### config.mk
export PLATFORM = sky130hd
export DESIGN_NAME = strap_decoder
export DESIGN_NICKNAME = d
export VERILOG_FILES = /design/src/rtl/strap_dec_pkg.sv /design/src/rtl/strap_frame_trk.sv /design/src/rtl/strap_classifier.sv /design/src/rtl/strap_map.sv /design/src/rtl/strap_decoder.sv
export SDC_FILE = /design/constraint.sdc
export NUM_CORES = 1
export LEC_CHECK = 0
export ABC_AREA = 1
export BUFFER_PORTS_ARGS = -buffer_cell sky130_fd_sc_hd__buf_2
export CAP_MARGIN = 0
export CORE_MARGIN = 2
export CORE_UTILIZATION = 49
export CTS_BUF_LIST = sky130_fd_sc_hd__clkbuf_16
export DETAILED_ROUTE_END_ITERATION = 8
export PLACE_DENSITY = 0.79
export SLEW_MARGIN = 20
export SYNTH_ARGS = -nofsm -noshare
export SYNTH_HDL_FRONTEND = slang
export SYNTH_SLANG_ARGS = --single-unit
### constraint.sdc
create_clock -name clk -period 2.2 [get_ports clk]
set_input_delay 0.22 -clock clk [delete_from_list [all_inputs] [get_ports clk]]
set_output_delay 0.22 -clock clk [all_outputs]
set_load 0.02 [all_outputs]
### src/rtl/strap_dec_pkg.sv
package strap_dec_pkg;

   typedef enum logic [1:0] {
      STRAP_GND = 2'd0,
      STRAP_VCC = 2'd1,
      STRAP_SDA = 2'd2,
      STRAP_SCL = 2'd3
   } strap_cls_e;

   function automatic logic cls_pullup(strap_cls_e c);
      return (c == STRAP_VCC) || (c == STRAP_SCL);
   endfunction

   function automatic logic cls_level(strap_cls_e c);
      return (c == STRAP_VCC) || (c == STRAP_SDA);
   endfunction

endpackage

### src/rtl/strap_frame_trk.sv
module strap_frame_trk #(
   parameter int BYTE_CLKS = 9
) (
   input  logic clk,
   input  logic rst_n,
   input  logic sda_i,
   input  logic scl_i,
   input  logic start_i,
   output logic active_o,
   output logic sda_tog_o,
   output logic latch_o
);
   localparam int CNT_W = $clog2(BYTE_CLKS + 1);

   logic             scl_q, sda_q, active_q;
   logic [CNT_W-1:0] cnt_q;
   logic             scl_rise, last_clk;

   assign scl_rise  = scl_i & ~scl_q;
   assign sda_tog_o = (sda_i ^ sda_q) & ~(scl_i ^ scl_q);
   assign last_clk  = (cnt_q == CNT_W'(BYTE_CLKS - 1));
   assign latch_o   = active_q & scl_rise & last_clk & ~start_i;
   assign active_o  = active_q;

   always_ff @(posedge clk or negedge rst_n) begin
      if (!rst_n) begin
         scl_q    <= 1'b1;
         sda_q    <= 1'b1;
         active_q <= 1'b0;
         cnt_q    <= '0;
      end else begin
         scl_q <= scl_i;
         sda_q <= sda_i;
         if (start_i) begin
            active_q <= 1'b1;
            cnt_q    <= '0;
         end else if (active_q && scl_rise) begin
            if (last_clk) begin
               active_q <= 1'b0;
               cnt_q    <= '0;
            end else begin
               cnt_q <= cnt_q + CNT_W'(1);
            end
         end
      end
   end
endmodule

### src/rtl/strap_classifier.sv
module strap_classifier
   import strap_dec_pkg::*;
(
   input  logic       clk,
   input  logic       rst_n,
   input  logic       strap_i,
   input  logic       sda_i,
   input  logic       scl_i,
   input  logic       start_i,
   input  logic       active_i,
   input  logic       sda_tog_i,
   input  logic       latch_i,
   output strap_cls_e cls_o
);
   logic       miss_scl_q, miss_sda_q, tog_q;
   logic       miss_scl_n, miss_sda_n, tog_n;
   strap_cls_e cls_q, cls_n;

   assign miss_scl_n = miss_scl_q | (strap_i ^ scl_i);
   assign miss_sda_n = miss_sda_q | (strap_i ^ sda_i);
   assign tog_n      = tog_q | sda_tog_i;

   always_comb begin
      if (!miss_scl_n)             cls_n = STRAP_SCL;
      else if (!miss_sda_n && tog_n) cls_n = STRAP_SDA;
      else if (strap_i)            cls_n = STRAP_VCC;
      else                         cls_n = STRAP_GND;
   end

   always_ff @(posedge clk or negedge rst_n) begin
      if (!rst_n) begin
         miss_scl_q <= 1'b0;
         miss_sda_q <= 1'b0;
         tog_q      <= 1'b0;
         cls_q      <= STRAP_GND;
      end else begin
         if (start_i) begin
            miss_scl_q <= 1'b0;
            miss_sda_q <= 1'b0;
            tog_q      <= 1'b0;
         end else if (active_i) begin
            miss_scl_q <= miss_scl_n;
            miss_sda_q <= miss_sda_n;
            tog_q      <= tog_n;
         end
         if (latch_i) cls_q <= cls_n;
      end
   end

   assign cls_o = cls_q;
endmodule

### src/rtl/strap_map.sv
module strap_map
   import strap_dec_pkg::*;
#(
   parameter int NUM_STRAPS = 2,
   parameter int GROUP_W    = 4,
   parameter int ADDR_W     = 7,
   parameter logic [ADDR_W-2*NUM_STRAPS-1:0] ADDR_HI  = 3'b110,
   parameter logic [2*NUM_STRAPS-1:0]        ADDR_XOR = 4'b0101
) (
   input  strap_cls_e [NUM_STRAPS-1:0]   cls_i,
   output logic [ADDR_W-1:0]             addr_o,
   output logic [NUM_STRAPS*GROUP_W-1:0] pull_o,
   output logic [2*NUM_STRAPS*GROUP_W-1:0] dflt_o
);
   localparam int IDX_W  = 2 * NUM_STRAPS;
   localparam int PULL_W = NUM_STRAPS * GROUP_W;

   logic [IDX_W-1:0] idx;

   for (genvar k = 0; k < NUM_STRAPS; k++) begin : g_grp
      assign idx[2*k +: 2]                    = cls_i[k];
      assign pull_o[k*GROUP_W +: GROUP_W]     = {GROUP_W{cls_pullup(cls_i[k])}};
      assign dflt_o[PULL_W + k*GROUP_W +: GROUP_W] = {GROUP_W{cls_level(cls_i[k])}};
   end

   assign dflt_o[PULL_W-1:0] = pull_o;
   assign addr_o             = {ADDR_HI, idx ^ ADDR_XOR};
endmodule

### src/rtl/strap_decoder.sv
module strap_decoder
   import strap_dec_pkg::*;
#(
   parameter int NUM_STRAPS = 2,
   parameter int GROUP_W    = 4,
   parameter int ADDR_W     = 7,
   parameter int BYTE_CLKS  = 9,
   parameter logic [ADDR_W-2*NUM_STRAPS-1:0] ADDR_HI  = 3'b110,
   parameter logic [2*NUM_STRAPS-1:0]        ADDR_XOR = 4'b0101
) (
   input  logic                            clk,
   input  logic                            rst_n,
   input  logic [NUM_STRAPS-1:0]           strap_i,
   input  logic                            sda_i,
   input  logic                            scl_i,
   input  logic                            start_i,
   output logic [ADDR_W-1:0]               slave_addr,
   output logic [2*NUM_STRAPS*GROUP_W-1:0] port_dflt,
   output logic [NUM_STRAPS*GROUP_W-1:0]   pullup_en,
   output logic                            decode_valid
);
   if (NUM_STRAPS < 1 || NUM_STRAPS > 3) begin : g_bad_straps
      $error("strap_decoder: NUM_STRAPS must be 1..3");
   end
   if (ADDR_W <= 2 * NUM_STRAPS) begin : g_bad_addr
      $error("strap_decoder: ADDR_W must exceed the strap field");
   end
   if (GROUP_W < 1 || BYTE_CLKS < 2) begin : g_bad_misc
      $error("strap_decoder: GROUP_W >= 1 and BYTE_CLKS >= 2 required");
   end

   logic active, sda_tog, latch, valid_q;
   strap_cls_e [NUM_STRAPS-1:0] cls_lat, cls_eff;

   strap_frame_trk #(.BYTE_CLKS(BYTE_CLKS)) i_trk (
      .clk      (clk),
      .rst_n    (rst_n),
      .sda_i    (sda_i),
      .scl_i    (scl_i),
      .start_i  (start_i),
      .active_o (active),
      .sda_tog_o(sda_tog),
      .latch_o  (latch)
   );

   for (genvar k = 0; k < NUM_STRAPS; k++) begin : g_strap
      strap_classifier i_cls (
         .clk      (clk),
         .rst_n    (rst_n),
         .strap_i  (strap_i[k]),
         .sda_i    (sda_i),
         .scl_i    (scl_i),
         .start_i  (start_i),
         .active_i (active),
         .sda_tog_i(sda_tog),
         .latch_i  (latch),
         .cls_o    (cls_lat[k])
      );
      assign cls_eff[k] = valid_q ? cls_lat[k]
                                  : (strap_i[k] ? STRAP_VCC : STRAP_GND);
   end

   always_ff @(posedge clk or negedge rst_n) begin
      if (!rst_n)     valid_q <= 1'b0;
      else if (latch) valid_q <= 1'b1;
   end

   strap_map #(
      .NUM_STRAPS(NUM_STRAPS), .GROUP_W(GROUP_W), .ADDR_W(ADDR_W),
      .ADDR_HI(ADDR_HI), .ADDR_XOR(ADDR_XOR)
   ) i_map (
      .cls_i (cls_eff),
      .addr_o(slave_addr),
      .pull_o(pullup_en),
      .dflt_o(port_dflt)
   );

   assign decode_valid = valid_q;
endmodule

==> results.md <==
Run status:
- The run finished with clean final reports.

Die:
- The area inside the core boundary is 0.00217 sq mm.
- The initial utilization of the core area, before any placement, comes to about half.
- The area of the die is 0.00266 sq mm.
- The die span in y is 51.6 microns.
- The initialized floorplan defines 17 standard-cell rows.
- In this run the horizontal extent of the chip is 51.6 microns.
- In this run the count of I/O pins placed on the die edge is 39.

STA:
- Subtracting the final worst setup slack from the clock period gives between 1.5 and 2 ns.
- The maximum operating frequency is about 560 MHz.
- The final-report hold violation count came to 0.
- Across all hold checks on the routed design, the worst slack comes to around 0.11 ns.
- The final count of negative-setup-slack endpoints is 0.
- The final sum of negative setup slack is 0 ns.
- After layout, the worst path uses approximately four fifths of the clock period.
- Setup repair after global routing left no endpoint under its margin.
- The max-slew violation count is 0.
- The clock arrives with 0.00367 ns of skew.

Hold path:
- The tightest min-delay check is of the in2reg type.

Logic synthesis:
- The complex-gate fraction of the synthesized area is 12.6%.
- Yosys printed 0 warnings.
- The number of distinct library cells after synthesis is 21.
- The synthesized area is 0.00111 sq mm.
- The portion of synthesized area spent on multiplexers is 0%.
- After Yosys synthesis, and, or, nand and nor cells account for 17.9% of the synthesized area.
- The total of flip-flops plus latches after synthesis is 18.
- Ranked by instance count, the synthesized netlist is headed by sky130_fd_sc_hd__buf_4, sky130_fd_sc_hd__inv_1, sky130_fd_sc_hd__nand2_1.
- The adder and majority cell fraction of the synthesized area is 3.38%.
- The number of enable flip-flop cells after synthesis is 0.
- After synthesis, the largest family of logic cells by area is buffers and inverters.
- The fraction of registers with async set/reset is 100%.
- Averaged over all synthesized cells, the footprint is about 8 sq um.
- Yosys instantiated no cell more often than sky130_fd_sc_hd__buf_4.
- The dominant cell type by area after synthesis is sky130_fd_sc_hd__dfrtp_1.
- The flip-flop cell with the highest count after synthesis is sky130_fd_sc_hd__dfrtp_1.
- The sequential cell area fraction in the yosys report is 40.8%.
- The synthesized-area fraction occupied by xor and xnor cells is 0.789%.
- The top cell type by area accounts for 36.1% of the synthesized area.
- After synthesis, the cell types taking the most area are sky130_fd_sc_hd__dfrtp_1, sky130_fd_sc_hd__buf_4, sky130_fd_sc_hd__inv_1, sky130_fd_sc_hd__nand2_1, sky130_fd_sc_hd__nor2_1.
- The cell count after synthesis came out at 139.

Pwr:
- For this design the total switching power over the nets is 0.000222 W.
- The analysis attributes to cell leakage a power of 0.721 nW.
- The internal portion of the total power is between 0.0006 and 0.0007 W.
- The part of the total power dissipated in sequential elements is 41.3%.
- The relative contribution of the clock network to total power is 42.2%.
- The proportion of total power due to net switching is approximately a quarter.
- The combinational group share of total power is 16.5%.
- The total power divided by cell area is 685 mW/mm^2.
- The maximum vdd drop is 0.000490 V.

Worst setup path:
- Setup slack on the worst reg-to-reg path comes out at about 0.76 ns.
- The startpoint identified for the worst register-to-register timing path is i_trk.scl_q.
- The classification of the worst setup path is reg2out.
- The number of cells on the worst reg-to-reg path is 7.
- The most critical setup path has its startpoint at decode_valid.
- The largest fanout on the critical path is 10.
- The worst setup path is captured at an output port.
- The worst setup path is launched from a flip-flop.
- The critical path ends at port_dflt[14].
- The data required time of the worst path is 1.98 ns.
- The capture instance of the worst register-to-register path is decode_valid.
- The data arrival time at the worst-slack endpoint is 1.58 ns.

Finish:
- Relative to the synthesized area, the layout overhead comes to 12.4%.
- The repair_antennas step left the layout with diodes totalling 0.
- Of the cells placed in the final design, the portion with a size suffix greater than 1 is between 20% and 30%.
- The net total in the final layout is ~170.
- Counting the fill cells in the layout gives 199.

Clock tree:
- CTS built an H-tree with a depth of 1.
- The clock-pin transition on the worst setup and hold timing paths is 0.05 ns.
- The clock tree from TritonCTS is yes.
- The tree is rooted in a sky130_fd_sc_hd__clkbuf_16.
- The number of clock buffers added by TritonCTS is 3.
- The maximum clock insertion buffer count is 2.
- The clock net sink count is 18.
- The source-to-sink clock delay at the later pin of the worst-skew pair is 0.25 ns.
- The post-CTS setup buffer count is 0.

Route:
- The detailed-route wire length per cell is about 10 microns.
- The final route contains 895 vias.
- The count of antenna-violating nets left after detailed routing is 0.
- In this run, the number of DRC markers left after iteration 0 of detailed routing was 8.
- For this run, design rule violations remaining after detail routing come to 0.
- For this block, the routed nets add up to about 1.9 mm of wire.
- The per-cell via count in the routed design is 4.81.
- The first TritonRoute pass finished after 4 iterations.

Global route:
- For this run, global-route usage on met1 was measured as roughly a fifth.
- The total routing resource utilization after global routing is between 10% and 20%.
- The number of antenna violations at the first check in global routing is 0.
- The number of global-route vias before repair is 799.
- The first-pass GRT wire length is 3.22 mm.
- The met3 track demand over resource is 3.74%.
- The residual overflow from global routing is 0.
- Entering global routing, the biggest net connects 19 pins.
- For met2 alone, demand over resource in global routing was between 20% and 30%.
- The most utilized layer in the global route result is met2.

Job:
- The reported max-cap violation count is 0.

Placement:
- Buffers placed on the I/O ports in this run total 35.
- At the end of routability-driven placement, the weighted congestion stood at 0.823.
- The wire-length estimate of the detail-placed layout is approximately 1.5 mm.
## flip-flops by register name, summed over array words and instances, names as in the netlist
| register | cells |
|---|---|
| i_trk.sda_q | 1 |
| i_trk.active_o | 1 |
| i_trk.scl_q | 1 |
| g_strap.i_cls.miss_sda_q | 2 |
| decode_valid | 1 |
| g_strap.i_cls.tog_q | 2 |
| g_strap.i_cls.cls_o | 4 |
| i_trk.cnt_q | 4 |
| g_strap.i_cls.miss_scl_q | 2 |
## layer usage
layer,up-vias,share of wire (%)
met5,-,0
met4,0,1.7
met3,5,8.2
li1,452,-
met1,399,42
met2,39,48
## cells in the final DEF, fill, tap and decap left out
cell type	instances
sky130_fd_sc_hd__a21oi_1	10
sky130_fd_sc_hd__buf_2	35
sky130_fd_sc_hd__buf_4	1
sky130_fd_sc_hd__clkbuf_16	3
sky130_fd_sc_hd__clkinv_1	1
sky130_fd_sc_hd__clkinv_4	1
sky130_fd_sc_hd__conb_1	3
sky130_fd_sc_hd__dfrtp_1	16
sky130_fd_sc_hd__dfstp_2	2
sky130_fd_sc_hd__dlygate4sd3_1	1
sky130_fd_sc_hd__ha_1	3
sky130_fd_sc_hd__inv_1	22
sky130_fd_sc_hd__nand2_1	18
sky130_fd_sc_hd__nand2_2	1
sky130_fd_sc_hd__nand2_4	1
sky130_fd_sc_hd__nand3_1	4
sky130_fd_sc_hd__nand4_1	1
sky130_fd_sc_hd__nor2_1	17
sky130_fd_sc_hd__nor2_2	1
sky130_fd_sc_hd__nor2_4	1
sky130_fd_sc_hd__o21ai_0	6
sky130_fd_sc_hd__o21ai_1	2
sky130_fd_sc_hd__o21bai_1	2
sky130_fd_sc_hd__o221ai_1	4
sky130_fd_sc_hd__or2_2	1
sky130_fd_sc_hd__xor2_1	1
## power by group through the flow
stage / sequential, W / combinational [W] / clock, W
2_1_floorplan: 0.000357 / 0.000122 / 0
3_3_place_gp: 0.000358 / 0.000138 / 0
3_5_place_dp: 0.000358 / 0.000141 / 0
4_1_cts: 0.000353 / 0.000143 / 0.000366
5_1_grt: 0.000354 / 0.000158 / 0.000383
6_report: 0.000353 / 0.000141 / 0.000361
## final cells by class
| cell class | instances | area [sq um] | share of cell area [%] |
|---|---|---|---|
| inverter | 23 | 91.3 | 7.32 |
| timing repair buffer | 37 | 193 | 15.4 |
| clock buffer | 3 | 75.1 | 6.02 |
| tap | 28 | 35.0 | 2.81 |
| sequential | 18 | 453 | 36.3 |
| multi-input combinational | 76 | 397 | 31.8 |
| clock inverter | 1 | 3.75 | 0.301 |
## metrics by stage
step	util, %	cells	power (W)	worst slack (ns)	area (sq um)
5_1_grt	57.5	186	0.000895	0.221	1250
3_5_place_dp	53.4	181	0.000499	0.638	1160
3_3_place_gp	53.4	181	0.000496	0.743	1160
2_1_floorplan	-	140	0.000479	0.0194	1110
6_report	57.5	186	0.000855	0.403	1250
4_1_cts	57.5	186	0.000861	0.370	1250
## how the worst min path moves through the flow
stage,start,to,slack [ns],cells past startpoint
floorplan,rst_n,decode_valid,-0.08,0
global placement,rst_n,i_trk.cnt_q[1],0.16,1
detailed placement,rst_n,i_trk.cnt_q[1],0.17,1
CTS,sda_i,i_trk.sda_q,0.11,1
global route,scl_i,i_trk.scl_q,0.11,1
finish,sda_i,i_trk.sda_q,0.11,1
## timing repair
item | CTS | global route
resized for setup | 0 | 0
hold buffers | 1 | 0
hold endpoints to repair | 16 | 0
## kinds of logic (layout without fill, tap and decap cells)
logic type      count (synthesis)  after routing
xor+xnor                        1              1
flops                          18             18
other cells                     2              3
simple gates                   45             45
buf+inv                        46             64
fa+ha+maj                       3              3
compound gates                 24             24
## worst max-delay path, stage by stage, from the launching register on
cell and delay, ns:
sky130_fd_sc_hd__dfrtp_1 0.44, sky130_fd_sc_hd__o21ai_1 0.42, sky130_fd_sc_hd__nand2_1 0.08, sky130_fd_sc_hd__o21ai_0 0.16
sky130_fd_sc_hd__buf_2 0.23
Note: power is estimated with default switching activity, not from simulation.
